===== src/rtl/dispword_seq.sv =====
module dispword_seq #(
  parameter int Y_W      = 6,
  parameter int X_W      = 4,
  parameter int T_W      = 6,
  parameter bit FULL_SET = 1'b0
) (
  input  logic                 clk,
  input  logic                 rst_n,
  input  logic                 wr_en,
  input  logic [1:0]           wr_kind,
  input  logic [7:0]           wr_byte,
  output logic                 wr_strobe,
  output logic                 wr_gfx,
  output logic [Y_W+X_W-1:0]   wr_addr,
  output logic [15:0]          wr_word,
  output logic [2:0]           glyph
);
  localparam int A_W = Y_W + X_W;
  localparam logic [15:0] F_LO = FULL_SET ? 16'hA1A0 : 16'hA140;
  localparam logic [15:0] F_HI = FULL_SET ? 16'hF7FF : 16'hD75F;
  localparam logic [2:0] G_NONE = 3'd0, G_USER = 3'd1, G_HALF = 3'd2,
                         G_FULL = 3'd3, G_BAD = 3'd4;

  logic [Y_W-1:0] gy, gy_pend;
  logic [X_W-1:0] gx;
  logic [T_W-1:0] tpos;
  logic           tgt_gfx, hi_ph, a_ph;
  logic [7:0]     hi_q;

  wire wd   = wr_en && wr_kind == 2'd0;
  wire wt   = wr_en && wr_kind == 2'd1;
  wire wg   = wr_en && wr_kind == 2'd2;
  wire done = wd && hi_ph;
  wire [15:0]    word_n = {hi_q, wr_byte};
  wire [A_W-1:0] gaddr  = {gy, gx};

  wire is_user  = word_n[15:3] == 13'd0 && !word_n[0];
  wire half_hi  = hi_q >= 8'h02 && hi_q <= 8'h7F;
  wire half_lo  = wr_byte >= 8'h02 && wr_byte <= 8'h7F;
  wire is_full  = word_n >= F_LO && word_n <= F_HI;

  logic [2:0] cls;
  always_comb begin
    if (is_user)                cls = G_USER;
    else if (half_hi && half_lo) cls = G_HALF;
    else if (is_full)           cls = G_FULL;
    else                        cls = G_BAD;
  end

  always_ff @(posedge clk) begin
    if (!rst_n) begin
      wr_strobe <= 1'b0;
      wr_gfx    <= 1'b0;
      wr_addr   <= '0;
      wr_word   <= '0;
      glyph     <= G_NONE;
      gy        <= '0;
      gy_pend   <= '0;
      gx        <= '0;
      tpos      <= '0;
      tgt_gfx   <= 1'b0;
      hi_ph     <= 1'b0;
      a_ph      <= 1'b0;
      hi_q      <= '0;
    end else begin
      wr_strobe <= done;
      if (done) begin
        wr_word <= word_n;
        wr_gfx  <= tgt_gfx;
        wr_addr <= tgt_gfx ? gaddr : A_W'(tpos);
        glyph   <= tgt_gfx ? G_NONE : cls;
        if (tgt_gfx) {gy, gx} <= gaddr + 1'b1;
        else         tpos     <= tpos + 1'b1;
      end
      if (wd) begin
        hi_ph <= !hi_ph;
        if (!hi_ph) hi_q <= wr_byte;
      end
      if (wt) begin
        tpos    <= wr_byte[T_W-1:0];
        tgt_gfx <= 1'b0;
        hi_ph   <= 1'b0;
      end
      if (wg) begin
        hi_ph <= 1'b0;
        a_ph  <= !a_ph;
        if (!a_ph) gy_pend <= wr_byte[Y_W-1:0];
        else begin
          gy      <= gy_pend;
          gx      <= wr_byte[X_W-1:0];
          tgt_gfx <= 1'b1;
        end
      end else if (wd || wt) begin
        a_ph <= 1'b0;
      end
    end
  end
endmodule


===== config.mk =====
export PLATFORM = sky130hd
export DESIGN_NAME = dispword_seq
export DESIGN_NICKNAME = d
export VERILOG_FILES = /design/src/rtl/dispword_seq.sv
export SDC_FILE = /design/constraint.sdc
export NUM_CORES = 1
export LEC_CHECK = 0
export ABC_AREA = 1
export BUFFER_PORTS_ARGS = -buffer_cell sky130_fd_sc_hd__buf_4
export CORE_AREA = 2 2 75 77
export CTS_BUF_LIST = sky130_fd_sc_hd__clkbuf_2 sky130_fd_sc_hd__clkbuf_4 sky130_fd_sc_hd__clkbuf_8
export DETAILED_ROUTE_END_ITERATION = 6
export DIE_AREA = 0 0 77 79
export GPL_ROUTABILITY_DRIVEN = 0
export MAX_ROUTING_LAYER = met4
export PLACE_DENSITY = 0.77
export SETUP_SLACK_MARGIN = 0.1
export SLEW_MARGIN = 15
export SYNTH_ARGS = -nofsm -noshare
export SYNTH_HDL_FRONTEND = slang
export SYNTH_SLANG_ARGS = --single-unit

===== constraint.sdc =====
create_clock -name clk -period 2.5 [get_ports clk]
set_input_delay 0.5 -clock clk [delete_from_list [all_inputs] [get_ports clk]]
set_output_delay 0.5 -clock clk [all_outputs]
set_load 0.01 [all_outputs]

== After elaboration in Yosys (flattened, before gate mapping) ==
Cells that the tools add are included.

* Bits in registers: 64
* Output and inout port bits: 31
* Input port bits: 13

* $add $sub $neg: 2
* Multiplexer cells: 21
* Equal/unequal tests: 3
* Bitwise gates (word level): 3
* Order comparisons: 6
* Reductions and logical operators: 21

{| class="wikitable"
|+ Operator list
! operator !! number
|-
| 6-bit 2-to-1 mux || 7
|-
| 16-bit >= comparator (second input constant) || 1
|-
| 8-bit by 2-bit >= comparator with 1-bit output (second input constant) || 2
|-
| 16-bit <= comparator (second input constant) || 1
|-
| 8-bit by 7-bit <= comparator with 1-bit output (second input constant) || 2
|-
| 4-bit 2-to-1 mux || 4
|-
| 13-bit logical NOT || 1
|-
| 3-bit 2-to-1 mux || 4
|-
| 10-bit by 1-bit adder with 10-bit output (second input constant) || 1
|-
| 10-bit 2-to-1 mux || 1
|-
| 1-bit logical AND || 9
|-
| 6-bit by 1-bit adder with 6-bit output (second input constant) || 1
|-
| 2-bit AND reduction || 3
|-
| 1-bit 2-to-1 mux || 5
|-
| 2-bit nonzero test || 2
|-
| 1-bit logical NOT || 3
|-
| 1-bit NOT || 3
|-
| 3-bit OR reduction || 1
|-
| 2-bit by 1-bit equality test with 1-bit output (second input constant) || 1
|-
| 2-bit equality test (second input constant) || 1
|-
| 2-bit logical NOT || 1
|-
| 2-bit by 1-bit != test with 1-bit output (second input constant) || 1
|-
| 1-bit logical OR || 1
|}

== Longest topological paths before layout ==
* Word-level depth: 6
* Depth in mapped cells: 11

== Worst setup path before layout ==
OpenSTA, ideal clock, no wires.

* Path kind: input to register
* Start: input wr_kind[1]
* End: register gy[5]
* Cell stages on the path: 11
* Required time: 2391 ps
* Path slack: 1048 ps
* Library setup time: 109 ps
* Path buffers: 1
* Arrival: 1343 ps
* Cells stage by stage: nor2_1 -> nand2_1 -> nor2_2 -> buf_6 -> nand2_4 -> nor2_4 -> nand2_1 -> nand2_1 -> nand3_1 -> nand2_1 -> inv_1

* Word-level cells in the longest chain between the ends: 6
* Elaborated cells between the ends (all ways): 8
* Those cells by class: 1 x eq/ne; 3 x mux; 4 x reduce/logical

{| class="wikitable"
|+ RTL lines
! what !! RTL line !! RTL
|-
| from (decl) || 10 || <nowiki>input logic [1:0] wr_kind,</nowiki>
|-
| 2-bit logical NOT || 30 || <nowiki>wire wd = wr_en && wr_kind == 2'd0;</nowiki>
|-
| 1-bit logical AND || 30 ||
|-
| 1-bit logical AND || 33 || <nowiki>wire done = wd && hi_ph;</nowiki>
|-
| 6-bit 2-to-1 mux || 67 || <nowiki>if (done) begin</nowiki>
|-
| 6-bit 2-to-1 mux || 87 || <nowiki>if (!a_ph) gy_pend <= wr_byte[Y_W-1:0];</nowiki>
|-
| 6-bit 2-to-1 mux * || 84 || <nowiki>if (wg) begin</nowiki>
|-
| to (signal assigned) || 72 || <nowiki>if (tgt_gfx) {gy, gx} <= gaddr + 1'b1;</nowiki>
|-
| to (signal assigned) || 89 || <nowiki>gy <= gy_pend;</nowiki>
|-
| to (decl) || 24 || <nowiki>logic [Y_W-1:0] gy, gy_pend;</nowiki>
|}

Mark *: on every way between the ends. The rest lies on a longest branch, timed or not.
A chain may end at the register's enable or synchronous reset.

== Worst setup path in the final report ==
* Start: input wr_kind[1]
* End: register gy[4]

Same word-level chain as after synthesis.

==> out/qor.yml <==
hold_buffers: 0
cts-buffers-inserted: 9
n_antenna_cell: 0
via_count: 2713
finalHoldViolCount: 0
cts-resized-gates: 0
die_w_um: 77
path_cells: "buf_4, inv_1, nand2_1, nor2_1, nand2_1, nor2_4, nand2_1, o21ai_1, nand3_1, nand2_1, inv_1"
fin_skew_ns: 0.00820
power_density_nw_per_um2: 665
grt_max_degree: 41
fin_tns_setup_ns: 0
grt_antenna_before_repair: 0
crit_arrival_ns: 1.81
cts_tree: "done"
fin_crit_ns: 1.55
htreeDepth: 3
slew_headroom_pct: 44.7
hold_ws_ns: 0.430
firstDrtPassIters: 4
start_util_pct: 53.4
core_area_um2: 5340
drv_cap: 0
yosysUniqueCellTypes: 27
synthCells: 405
setup_viol: 0
grt_pass1_wl_mm: 12.0
path_class: "primary input to register"
nNetsFinal: 461
placementRows: 27
synth-seq-area-share_pct: 45.0
drive_gt1_share_pct: 14.9
max_freq_ghz: 0.644
p_leak_nw: 1.61
syn_nets: 420
overflow: 0
vias_per_cell: 5.19
synthArstFlopShare_pct: 0
tightest_slew_ns: 0.828
worst_path_max_delay_cell: "nor2_4"
portBuffers: 43
yosys_warnings: 0
avgRoutedWirePerCell_um: 13.4
synthMuxAreaShare_pct: 0
required_ns: 2.76
cpPeakStageDelay_ns: 0.31
utilization_pct: 64.4
ys_seq_elements: 64
synth-xor-area-share_pct: 1.54
first_global_vias: 2619
peakVddDrop_mv: 0.395
endpoint_kind: "register"
grt_usage_pct: 26.0
finalMaxSlewViolations: 0
synth_ff_type: "dfxtp_1"
period_share_pct: 62.1
fp.dieH_um: 79
synthAdderAreaFrac_pct: 0.878
clk_path_buf_depth: 2
syn_area_um2: 2850
wl_mm: 6.98
start_kind: "primary input"
syn_avg_cell_area_um2: 7.03
synth_top_family_by_area: "simple AND/OR/NAND/NOR gates"
syn_to_final_growth_pct: 20.6
die_area_um2: 6080
ctsRootBufferMaster: "clkbuf_8"
post_cts_buffers: 0
synth-compound-area-share_pct: 18.1
status: "finished clean"
io_pins: 44
worstPathMaxFanout: 15
holdCritPathClass: "primary input to register"
ant_nets: 0
rsz0062_at_grt: "false"
hpwl_mm: 4.69
clk_pin_slew_worst_paths_ns: 0.07
synth_edf_count: 0
clock_latency_ns: 0.35
yosys.area_share.simple_pct: 25.1
drc: 0
drt_iter0_drc: 202
cts_sinks: 64
cp_common_cell: "nand2_1"
-- worst max-delay path: cells and delay by family --
family | cells | cell delay, ns
buffers and inverters | 3 | 0.22
AO/OA/AOI/OAI | 1 | 0.16
AND/OR/NAND/NOR | 7 | 0.94
-- area by class of cell --
class,instances,area (um2)
inverter,49,184
sequential,64,1280
timing repair buffer,45,338
clock inverter,7,119
multi-input combinational,277,1300
clock buffer,9,124
tap,72,90.1
fill,487,1900
-- flip-flops by register name (all words and copies together) (netlist names), 3 cells and up --
signal and cells:
wr_word 16, wr_addr 10, hi_q 8, gy 6, gy_pend 6, tpos 6, gx 4, glyph 3
-- synth_stat cells, types with 2 or more instances --
cell type | number | share of area, %
a21oi_1 | 42 | 7.4
a22oi_1 | 2 | 0.53
a31oi_1 | 6 | 1.3
buf_2 | 3 | 0.53
buf_4 | 4 | 1.1
clkbuf_1 | 7 | 0.92
dfxtp_1 | 64 | 45
ha_1 | 2 | 0.88
inv_1 | 49 | 6.5
nand2_1 | 90 | 12
nand3_1 | 19 | 3.3
nand3b_1 | 2 | 0.53
nand4_1 | 2 | 0.44
nor2_1 | 50 | 6.6
nor2_2 | 2 | 0.44
nor2_4 | 2 | 0.79
nor3_1 | 3 | 0.53
o211ai_1 | 3 | 0.79
o21ai_0 | 39 | 6.9
o21ai_1 | 4 | 0.70
xor2_1 | 4 | 1.2
-- worst paths after layout --
path	slack, ns	depth (start not counted)	start	to
max	0.95	11	wr_kind[1]	gy[4]
min	0.43	3	wr_byte[6]	wr_word[6]
max reg2reg	1.01	8	hi_ph	tpos[4]
min reg2reg	0.47	2	glyph[0]	glyph[0]
-- where the power goes --
group | switching, mW | leakage (nW) | internal, mW
combinational | 0.0878 | 0.976 | 0.0467
clock | 0.432 | 0.116 | 0.663
sequential | 0.0165 | 0.518 | 1.04
total | 0.536 | 1.61 | 1.75
-- cells by family after synthesis --
kind of cell	after synthesis
fa+ha+maj	2
flops	64
compound gates	98
xor+xnor	5
buf+inv	64
simple gates	172
-- layout by cell type, fill, tap and decap left out, types with 4 or more instances in the layout --
cell | synthesis | layout
a21oi_1 | 42 | 42
xor2_1 | 4 | 4
o21ai_1 | 4 | 4
buf_4 | 4 | 45
inv_1 | 49 | 49
clkbuf_8 | 0 | 9
dfxtp_1 | 64 | 64
o21ai_0 | 39 | 39
a31oi_1 | 6 | 6
nand3_1 | 19 | 19
nand2_1 | 90 | 90
nor2_1 | 50 | 50
-- per-layer routing --
metal / track usage (%) / part of all wire (%) / up-vias
met5: - / 0 / -
met4: 10.5 / 2.1 / 0
met3: 5.91 / 5.4 / 16
met2: 39.6 / 45 / 81
met1: 33.9 / 48 / 1232
li1: - / - / 1384
-- metrics by stage --
stage          power [mW]  worst slack, ns  cell area [um2]  std cells
6_report             2.29            0.947             3440        523
3_3_place_gp         1.21            0.687             3190        507
4_1_cts              2.29            0.962             3440        523
2_1_floorplan        1.16             1.05             2850        405
5_1_grt              2.36            0.739             3440        523
3_5_place_dp         1.21            0.586             3190        507
Power figures use the tool's default switching activity.
